--- src/rtl/pxu_pkg.sv ---
// Package: shared types and helper functions for the pixel unpacker.
// Assumes components are carried left-aligned in a CW-bit field with their
// true width alongside, so alignment and expansion need only shifts.
package pxu_pkg;

    localparam int CW     = 8;   // component and index width
    localparam int PORT_W = 16;  // width of one pixel port
    localparam int WID_W  = 4;   // width of a component-width field

    typedef enum logic [1:0] {
        BPP_24 = 2'd0,
        BPP_16 = 2'd1,
        BPP_8  = 2'd2,
        BPP_4  = 2'd3
    } bpp_e;

    typedef enum logic [1:0] {
        SUB_PAL  = 2'd0,
        SUB_GREY = 2'd1,
        SUB_332  = 2'd2,
        SUB_RSV  = 2'd3
    } sub8_e;

    // One colour component, MSB-aligned in val, wid bits significant.
    typedef struct packed {
        logic [CW-1:0]    val;
        logic [WID_W-1:0] wid;
    } comp_t;

    // Result of splitting one pixel.
    typedef struct packed {
        logic          pal;      // whole pixel is one palette index
        logic [CW-1:0] pal_idx;  // that index
        comp_t         r;
        comp_t         g;
        comp_t         b;
    } split_t;

    // Fill the low bits of an aligned component by repeating it downwards.
    function automatic logic [CW-1:0] comp_expand(comp_t c);
        logic [CW-1:0] acc;
        acc = c.val;
        for (int k = 1; k < CW / 2; k++) begin
            acc = acc | CW'(c.val >> (k * int'(c.wid)));
        end
        return acc;
    endfunction

    // Place an aligned component at the top (sparse) or bottom of an index.
    function automatic logic [CW-1:0] comp_index(comp_t c, logic contig);
        logic [CW-1:0] res;
        if (contig) begin
            res = CW'(c.val >> (CW - int'(c.wid)));
        end else begin
            res = c.val;
        end
        return res;
    endfunction

endpackage

--- src/rtl/pxu_port_mux.sv ---
// Module: picks the 16-bit word used at 15/16 bpp.
// Assumes the automatic choice applies only to the 5-5-5 layout; otherwise
// the static selection decides.
module pxu_port_mux
    import pxu_pkg::*;
(
    input  logic [PORT_W-1:0] port_lo,
    input  logic [PORT_W-1:0] port_hi,
    input  logic              cfg_port_hi,
    input  logic              cfg_port_auto,
    input  logic              cfg_g6,
    output logic [PORT_W-1:0] word
);

    logic take_hi;

    // Decide which port supplies the word.
    always_comb begin
        if (cfg_port_auto && !cfg_g6) begin
            take_hi = port_hi[PORT_W-1];
        end else begin
            take_hi = cfg_port_hi;
        end
    end

    // Route the chosen port.
    always_comb begin
        word = take_hi ? port_hi : port_lo;
    end

endmodule

--- src/rtl/pxu_field_split.sv ---
// Module: decodes the format controls and splits one pixel into either a
// palette index or three aligned components with their widths.
// Assumes the inputs are stable for the cycle they are sampled.
module pxu_field_split
    import pxu_pkg::*;
(
    input  logic              cfg_wide_en,
    input  logic [1:0]        cfg_bpp,
    input  logic [1:0]        cfg_sub8,
    input  logic              cfg_g6,
    input  logic              cfg_mix15,
    input  logic [CW-1:0]     legacy_byte,
    input  logic [PORT_W-1:0] port_lo,
    input  logic [CW-1:0]     hi_byte,
    input  logic [PORT_W-1:0] word,
    output split_t            split
);

    localparam logic [WID_W-1:0] W8 = WID_W'(8);
    localparam logic [WID_W-1:0] W6 = WID_W'(6);
    localparam logic [WID_W-1:0] W5 = WID_W'(5);
    localparam logic [WID_W-1:0] W3 = WID_W'(3);
    localparam logic [WID_W-1:0] W2 = WID_W'(2);

    logic [CW-1:0] byte8;

    // Low byte of the first port, used by the 8 and 4 bpp formats.
    always_comb begin
        byte8 = port_lo[CW-1:0];
    end

    // Split the pixel according to the active format.
    always_comb begin
        split = '0;
        if (!cfg_wide_en) begin
            split.pal     = 1'b1;
            split.pal_idx = legacy_byte;
        end else begin
            case (bpp_e'(cfg_bpp))
                BPP_4: begin
                    split.pal     = 1'b1;
                    split.pal_idx = {4'b0000, port_lo[3:0]};
                end
                BPP_8: begin
                    case (sub8_e'(cfg_sub8))
                        SUB_GREY: begin
                            split.r = '{val: byte8, wid: W8};
                            split.g = '{val: byte8, wid: W8};
                            split.b = '{val: byte8, wid: W8};
                        end
                        SUB_332: begin
                            split.r = '{val: {byte8[7:5], 5'b0}, wid: W3};
                            split.g = '{val: {byte8[4:2], 5'b0}, wid: W3};
                            split.b = '{val: {byte8[1:0], 6'b0}, wid: W2};
                        end
                        default: begin
                            split.pal     = 1'b1;
                            split.pal_idx = byte8;
                        end
                    endcase
                end
                BPP_16: begin
                    if (!cfg_g6 && cfg_mix15 && word[15]) begin
                        split.pal     = 1'b1;
                        split.pal_idx = word[7:0];
                    end else if (cfg_g6) begin
                        split.r = '{val: {word[15:11], 3'b0}, wid: W5};
                        split.g = '{val: {word[10:5], 2'b0}, wid: W6};
                        split.b = '{val: {word[4:0], 3'b0}, wid: W5};
                    end else begin
                        split.r = '{val: {word[14:10], 3'b0}, wid: W5};
                        split.g = '{val: {word[9:5], 3'b0}, wid: W5};
                        split.b = '{val: {word[4:0], 3'b0}, wid: W5};
                    end
                end
                default: begin
                    split.r = '{val: hi_byte, wid: W8};
                    split.g = '{val: port_lo[15:8], wid: W8};
                    split.b = '{val: port_lo[7:0], wid: W8};
                end
            endcase
        end
    end

endmodule

--- src/rtl/pxu_comp_map.sv ---
// Module: maps one channel to its palette index or its direct 8-bit value.
// Assumes the component arrives MSB-aligned with a width of 2 to 8 bits.
module pxu_comp_map
    import pxu_pkg::*;
(
    input  comp_t         comp,
    input  logic          pal,
    input  logic [CW-1:0] pal_idx,
    input  logic          cfg_direct,
    input  logic          cfg_contig,
    output logic [CW-1:0] idx,
    output logic [CW-1:0] col
);

    // Produce the index or the expanded colour for this channel.
    always_comb begin
        if (pal) begin
            idx = pal_idx;
            col = '0;
        end else if (cfg_direct) begin
            idx = '0;
            col = comp_expand(comp);
        end else begin
            idx = comp_index(comp, cfg_contig);
            col = '0;
        end
    end

endmodule

--- src/rtl/pix_unpack.sv ---
// Module: top of the pixel unpacker. Selects the port, splits the pixel,
// maps each channel and registers the result with one cycle of latency.
// Assumes a synchronous active-low reset and one pixel per clock at most.
module pix_unpack
    import pxu_pkg::*;
(
    input  logic              clk,
    input  logic              rst_n,
    input  logic              in_valid,
    input  logic [PORT_W-1:0] port_lo,
    input  logic [PORT_W-1:0] port_hi,
    input  logic [CW-1:0]     legacy_byte,
    input  logic              cfg_wide_en,
    input  logic [1:0]        cfg_bpp,
    input  logic              cfg_g6,
    input  logic [1:0]        cfg_sub8,
    input  logic              cfg_mix15,
    input  logic              cfg_port_hi,
    input  logic              cfg_port_auto,
    input  logic              cfg_direct,
    input  logic              cfg_contig,
    output logic              out_valid,
    output logic              out_lookup,
    output logic [CW-1:0]     out_idx_r,
    output logic [CW-1:0]     out_idx_g,
    output logic [CW-1:0]     out_idx_b,
    output logic [CW-1:0]     out_r,
    output logic [CW-1:0]     out_g,
    output logic [CW-1:0]     out_b
);

    localparam int NCH = 3;

    logic [PORT_W-1:0] word;
    split_t            split;
    comp_t             comps [NCH];
    logic [CW-1:0]     idx_n [NCH];
    logic [CW-1:0]     col_n [NCH];
    logic              lookup_n;

    pxu_port_mux i_mux (
        .port_lo      (port_lo),
        .port_hi      (port_hi),
        .cfg_port_hi  (cfg_port_hi),
        .cfg_port_auto(cfg_port_auto),
        .cfg_g6       (cfg_g6),
        .word         (word)
    );

    pxu_field_split i_split (
        .cfg_wide_en(cfg_wide_en),
        .cfg_bpp    (cfg_bpp),
        .cfg_sub8   (cfg_sub8),
        .cfg_g6     (cfg_g6),
        .cfg_mix15  (cfg_mix15),
        .legacy_byte(legacy_byte),
        .port_lo    (port_lo),
        .hi_byte    (port_hi[CW-1:0]),
        .word       (word),
        .split      (split)
    );

    // Order the split components as red, green, blue.
    always_comb begin
        comps[0] = split.r;
        comps[1] = split.g;
        comps[2] = split.b;
    end

    for (genvar ch = 0; ch < NCH; ch++) begin : g_chan
        pxu_comp_map i_map (
            .comp      (comps[ch]),
            .pal       (split.pal),
            .pal_idx   (split.pal_idx),
            .cfg_direct(cfg_direct),
            .cfg_contig(cfg_contig),
            .idx       (idx_n[ch]),
            .col       (col_n[ch])
        );
    end

    // The palette path is used for whole-pixel indices and for lookup mode.
    always_comb begin
        lookup_n = split.pal || !cfg_direct;
    end

    // Track pixel validity one cycle behind the input.
    always_ff @(posedge clk) begin
        if (!rst_n) begin
            out_valid <= 1'b0;
        end else begin
            out_valid <= in_valid;
        end
    end

    // Capture the mapped pixel, holding the last one when idle.
    always_ff @(posedge clk) begin
        if (!rst_n) begin
            out_lookup <= 1'b0;
            out_idx_r  <= '0;
            out_idx_g  <= '0;
            out_idx_b  <= '0;
            out_r      <= '0;
            out_g      <= '0;
            out_b      <= '0;
        end else if (in_valid) begin
            out_lookup <= lookup_n;
            out_idx_r  <= idx_n[0];
            out_idx_g  <= idx_n[1];
            out_idx_b  <= idx_n[2];
            out_r      <= col_n[0];
            out_g      <= col_n[1];
            out_b      <= col_n[2];
        end
    end

endmodule

--- config.mk ---
export PLATFORM = sky130hd
export DESIGN_NAME = pix_unpack
export DESIGN_NICKNAME = d
export VERILOG_FILES = /design/src/rtl/pxu_pkg.sv /design/src/rtl/pxu_port_mux.sv /design/src/rtl/pxu_field_split.sv /design/src/rtl/pxu_comp_map.sv /design/src/rtl/pix_unpack.sv
export SDC_FILE = /design/constraint.sdc
export NUM_CORES = 1
export LEC_CHECK = 0
export BUFFER_PORTS_ARGS = -buffer_cell sky130_fd_sc_hd__buf_2
export CORE_MARGIN = 2
export CORE_UTILIZATION = 30
export CTS_CLUSTER_DIAMETER = 80
export CTS_CLUSTER_SIZE = 28
export DETAILED_ROUTE_END_ITERATION = 10
export SETUP_SLACK_MARGIN = 0.3
export SYNTH_ARGS = -nofsm -noshare
export SYNTH_HDL_FRONTEND = slang
export SYNTH_HIERARCHICAL = 1
export SYNTH_SLANG_ARGS = --single-unit
--- constraint.sdc ---
create_clock -name clk -period 9.9 [get_ports clk]
set_input_delay 1.485 -clock clk [delete_from_list [all_inputs] [get_ports clk]]
set_output_delay 1.485 -clock clk [all_outputs]
set_load 0.05 [all_outputs]
==> impl_metrics.csv <==
group,metric,value,unit
die,core,21820,um^2
global_routing,grt_pass1_wl,33.69,mm
logic_synthesis,synthFlopType,"dfxtp_1",
power_and_ir_drop,leakagePower,2.942,nW
critical_path,cp-start-kind,"primary input",
critical_path,worstPathRequired,10.14,ns
global_routing,globalRouteTotalUtil,17.58,%
finish,final_area,7232,um^2
global_routing,antenna_found_initial,1,
cts,cts_tree,"done",
cts,insertion_delay,0.30,ns
critical_path,crit_arrival,5.73,ns
finish,nFillCells,2328,
timing,hold_ws,0.5107,ns
finish,area_growth,8.688,%
logic_synthesis,syn_inst,823,
cts,clk_pin_slew,0.07,ns
flow_run,maxCapViolCount,0,
place,dp_hpwl,15.91,mm
logic_synthesis,yosysTopAreaCell,"dfxtp_1",
cts,postCtsSetupBuffers,0,
timing,hold_viol_final,0,
detailed_routing,ant_nets,0,
timing,post-route-period-util,55.46,%
global_routing,grt_pass1_vias,6009,
global_routing,grt_max_degree,52,
place,gp_congestion,0.9346,
logic_synthesis,ys_async_sr_fraction,0,%
critical_path,critPathKind,"in2reg",
finish,fin_nets,951,
global_routing,grt-ovfl-total,0,
cts,ctsResizeCount,0,
timing,max_slew_margin,31.28,%
timing,finalSetupTns,0,ns
timing,timing.fmax,182.1,MHz
die,row_count,54,
power_and_ir_drop,ir_drop,0.05757,mV
timing,rsz0062_at_grt,"no",
die,io_pins,104,
cts,postCtsHoldBufs,0,
detailed_routing,vias,6581,
logic_synthesis,ys_types,77,
detailed_routing,drt-pass1-iter-count,5,
place,io_buffers,103,
logic_synthesis,synth_edf_count,0,
logic_synthesis,syn_avg_cell_area,8.085,um^2
cts,cts.htree.levels,2,
min_path,holdPathStages,2,
timing,finalSetupViolations,0,
logic_synthesis,synth_area_leaders,"dfxtp_1 15%, mux2i_1 13%, nor2b_1 7.0%, ha_1 4.3%, a21oi_1 4.0%",
timing,slew_viol_final,0,
logic_synthesis,yosys_warnings,6,
critical_path,r2r_cells,2,
finish,diodes,0,
power_and_ir_drop,power.density,93.79,nW/um^2
logic_synthesis,ys_seq_elements,50,
detailed_routing,via_per_inst,5.713,
logic_synthesis,synth_top_cell_area_share,15.04,%
detailed_routing,wire_per_inst,18.32,um
die,die_x,152.9,um
timing,worstMarginPinSlew,1.022,ns
detailed_routing,wl,21.11,mm
cts,cts_buffers,5,
timing,skew,0,ns
place,place_area,7078,um^2
run_status,status,"completed",
critical_path,cp_max_fo,45,
timing,fin_crit,5.491,ns
detailed_routing,drc,0,
critical_path,end_kind,"flip-flop",
logic_synthesis,synth_seq_area_share,15.04,%
cts,cts.sinks,50,
die,die-area,23390,um^2
logic_synthesis,synth_nets,903,
die,fp.dieH,152.9,um
finish,drive_gt1_share,22.02,%
min_path,hold_class,"reg2reg",
detailed_routing,drt-initial-drc-count,794,
logic_synthesis,syn_area,6654,um^2
die,start_util,30.49,%
cts,clock-root-buffer,"clkbuf_16",
logic_synthesis,post-synth-top-count-cell,"mux2i_1",
logic_synthesis,synthTopCellsByCount,"86 x mux2i_1, 74 x nor2b_1, 53 x a21oi_1, 50 x dfxtp_1, 41 x nor3_1",
cts,clock_path_buffers,2,
==> sequential cells by signal, summed over array words and instances, names as in the netlist <==
signal	flops
out_b	8
out_g	8
out_idx_b	8
out_idx_g	8
out_idx_r	8
out_r	8
out_lookup	1
out_valid	1
==> final timing paths <==
kind,start,endpoint,slack [ns]
max,cfg_g6,out_b[0],4.41
min,out_r[1],out_r[1],0.51
max reg2reg,out_idx_b[0],out_idx_b[0],9.18
min reg2reg,out_r[1],out_r[1],0.51
==> cell families after synthesis <==
family          Yosys count  share of synthesized area (%)
xor+xnor                  8                          1.166
simple gates            255                          21.49
fa+ha+maj                26                          5.228
buf+inv                 118                          10.87
mux                     120                          21.12
compound gates          246                          25.08
flops                    50                          15.04
==> placed cells by master (no fill, tap or decap), drive strengths merged, types with 8 or more instances in the layout <==
| cell type | count |
|---|---|
| o21a | 10 |
| a21oi | 54 |
| nand3 | 20 |
| a31oi | 19 |
| nor2 | 32 |
| inv | 41 |
| o21ai | 48 |
| a211oi | 9 |
| o22ai | 21 |
| a22oi | 19 |
| nor2b | 76 |
| mux2 | 23 |
| ha | 23 |
| dfxtp | 50 |
| buf | 120 |
| mux4 | 9 |
| mux2i | 88 |
| a221o | 8 |
| nand2 | 33 |
| nor3 | 41 |
==> stage by stage <==
step | util (%) | power, W | setup slack, ns | instances
2_1_floorplan | - | 0.0004343 | 5.297 | 823
3_3_place_gp | 32.43 | 0.0004943 | 4.203 | 1144
3_5_place_dp | 32.43 | 0.0004953 | 4.122 | 1144
4_1_cts | 33.14 | 0.0006813 | 4.463 | 1152
5_1_grt | 33.14 | 0.0007167 | 3.931 | 1152
6_report | 33.14 | 0.0006783 | 4.409 | 1152
==> area by class of cell <==
class                   instances  area [um^2]  share of cell area [%]
inverters                      39        146.4                   2.024
multi-input cells             655         4937                   68.27
flip-flops and latches         50         1001                   13.84
clock buffers                   5        125.1                   1.730
well taps                     280        350.3                   4.844
repair buffers                120        643.1                   8.893
clock inverters                 3        28.78                  0.3979
==> where the power goes <==
group	internal, W	switching (W)	leakage [nW]
Sequential	0.000208	0.00000383	0.406
Clock	0.0000970	0.0000854	0.0763
Combinational	0.000104	0.000180	2.46
Total	0.000409	0.000269	2.94
==> metal layers <==
metal,wire (um),up-vias,GRT usage [%],part of all wire (%)
li1,-,3163,-,-
met1,9576,3103,24.13,45
met2,9639,271,28.25,46
met3,1499,42,3.431,7.1
met4,385,2,4.630,1.8
met5,7,-,0,0.033
==> worst max-delay path, stage by stage <==
cell      delay, ns
buf_2          0.31
nor2b_4        0.10
nor3b_1        0.20
nor3_1         0.10
nand3b_1       0.33
nand3_1        0.22
inv_2          0.31
buf_4          0.49
inv_1          0.27
fa_1           0.89
mux2i_1        0.17
mux4_2         0.47
o22ai_1        0.16
mux2i_1        0.09
nor2b_1        0.12
No activity file was read; power rests on OpenSTA's default activity.
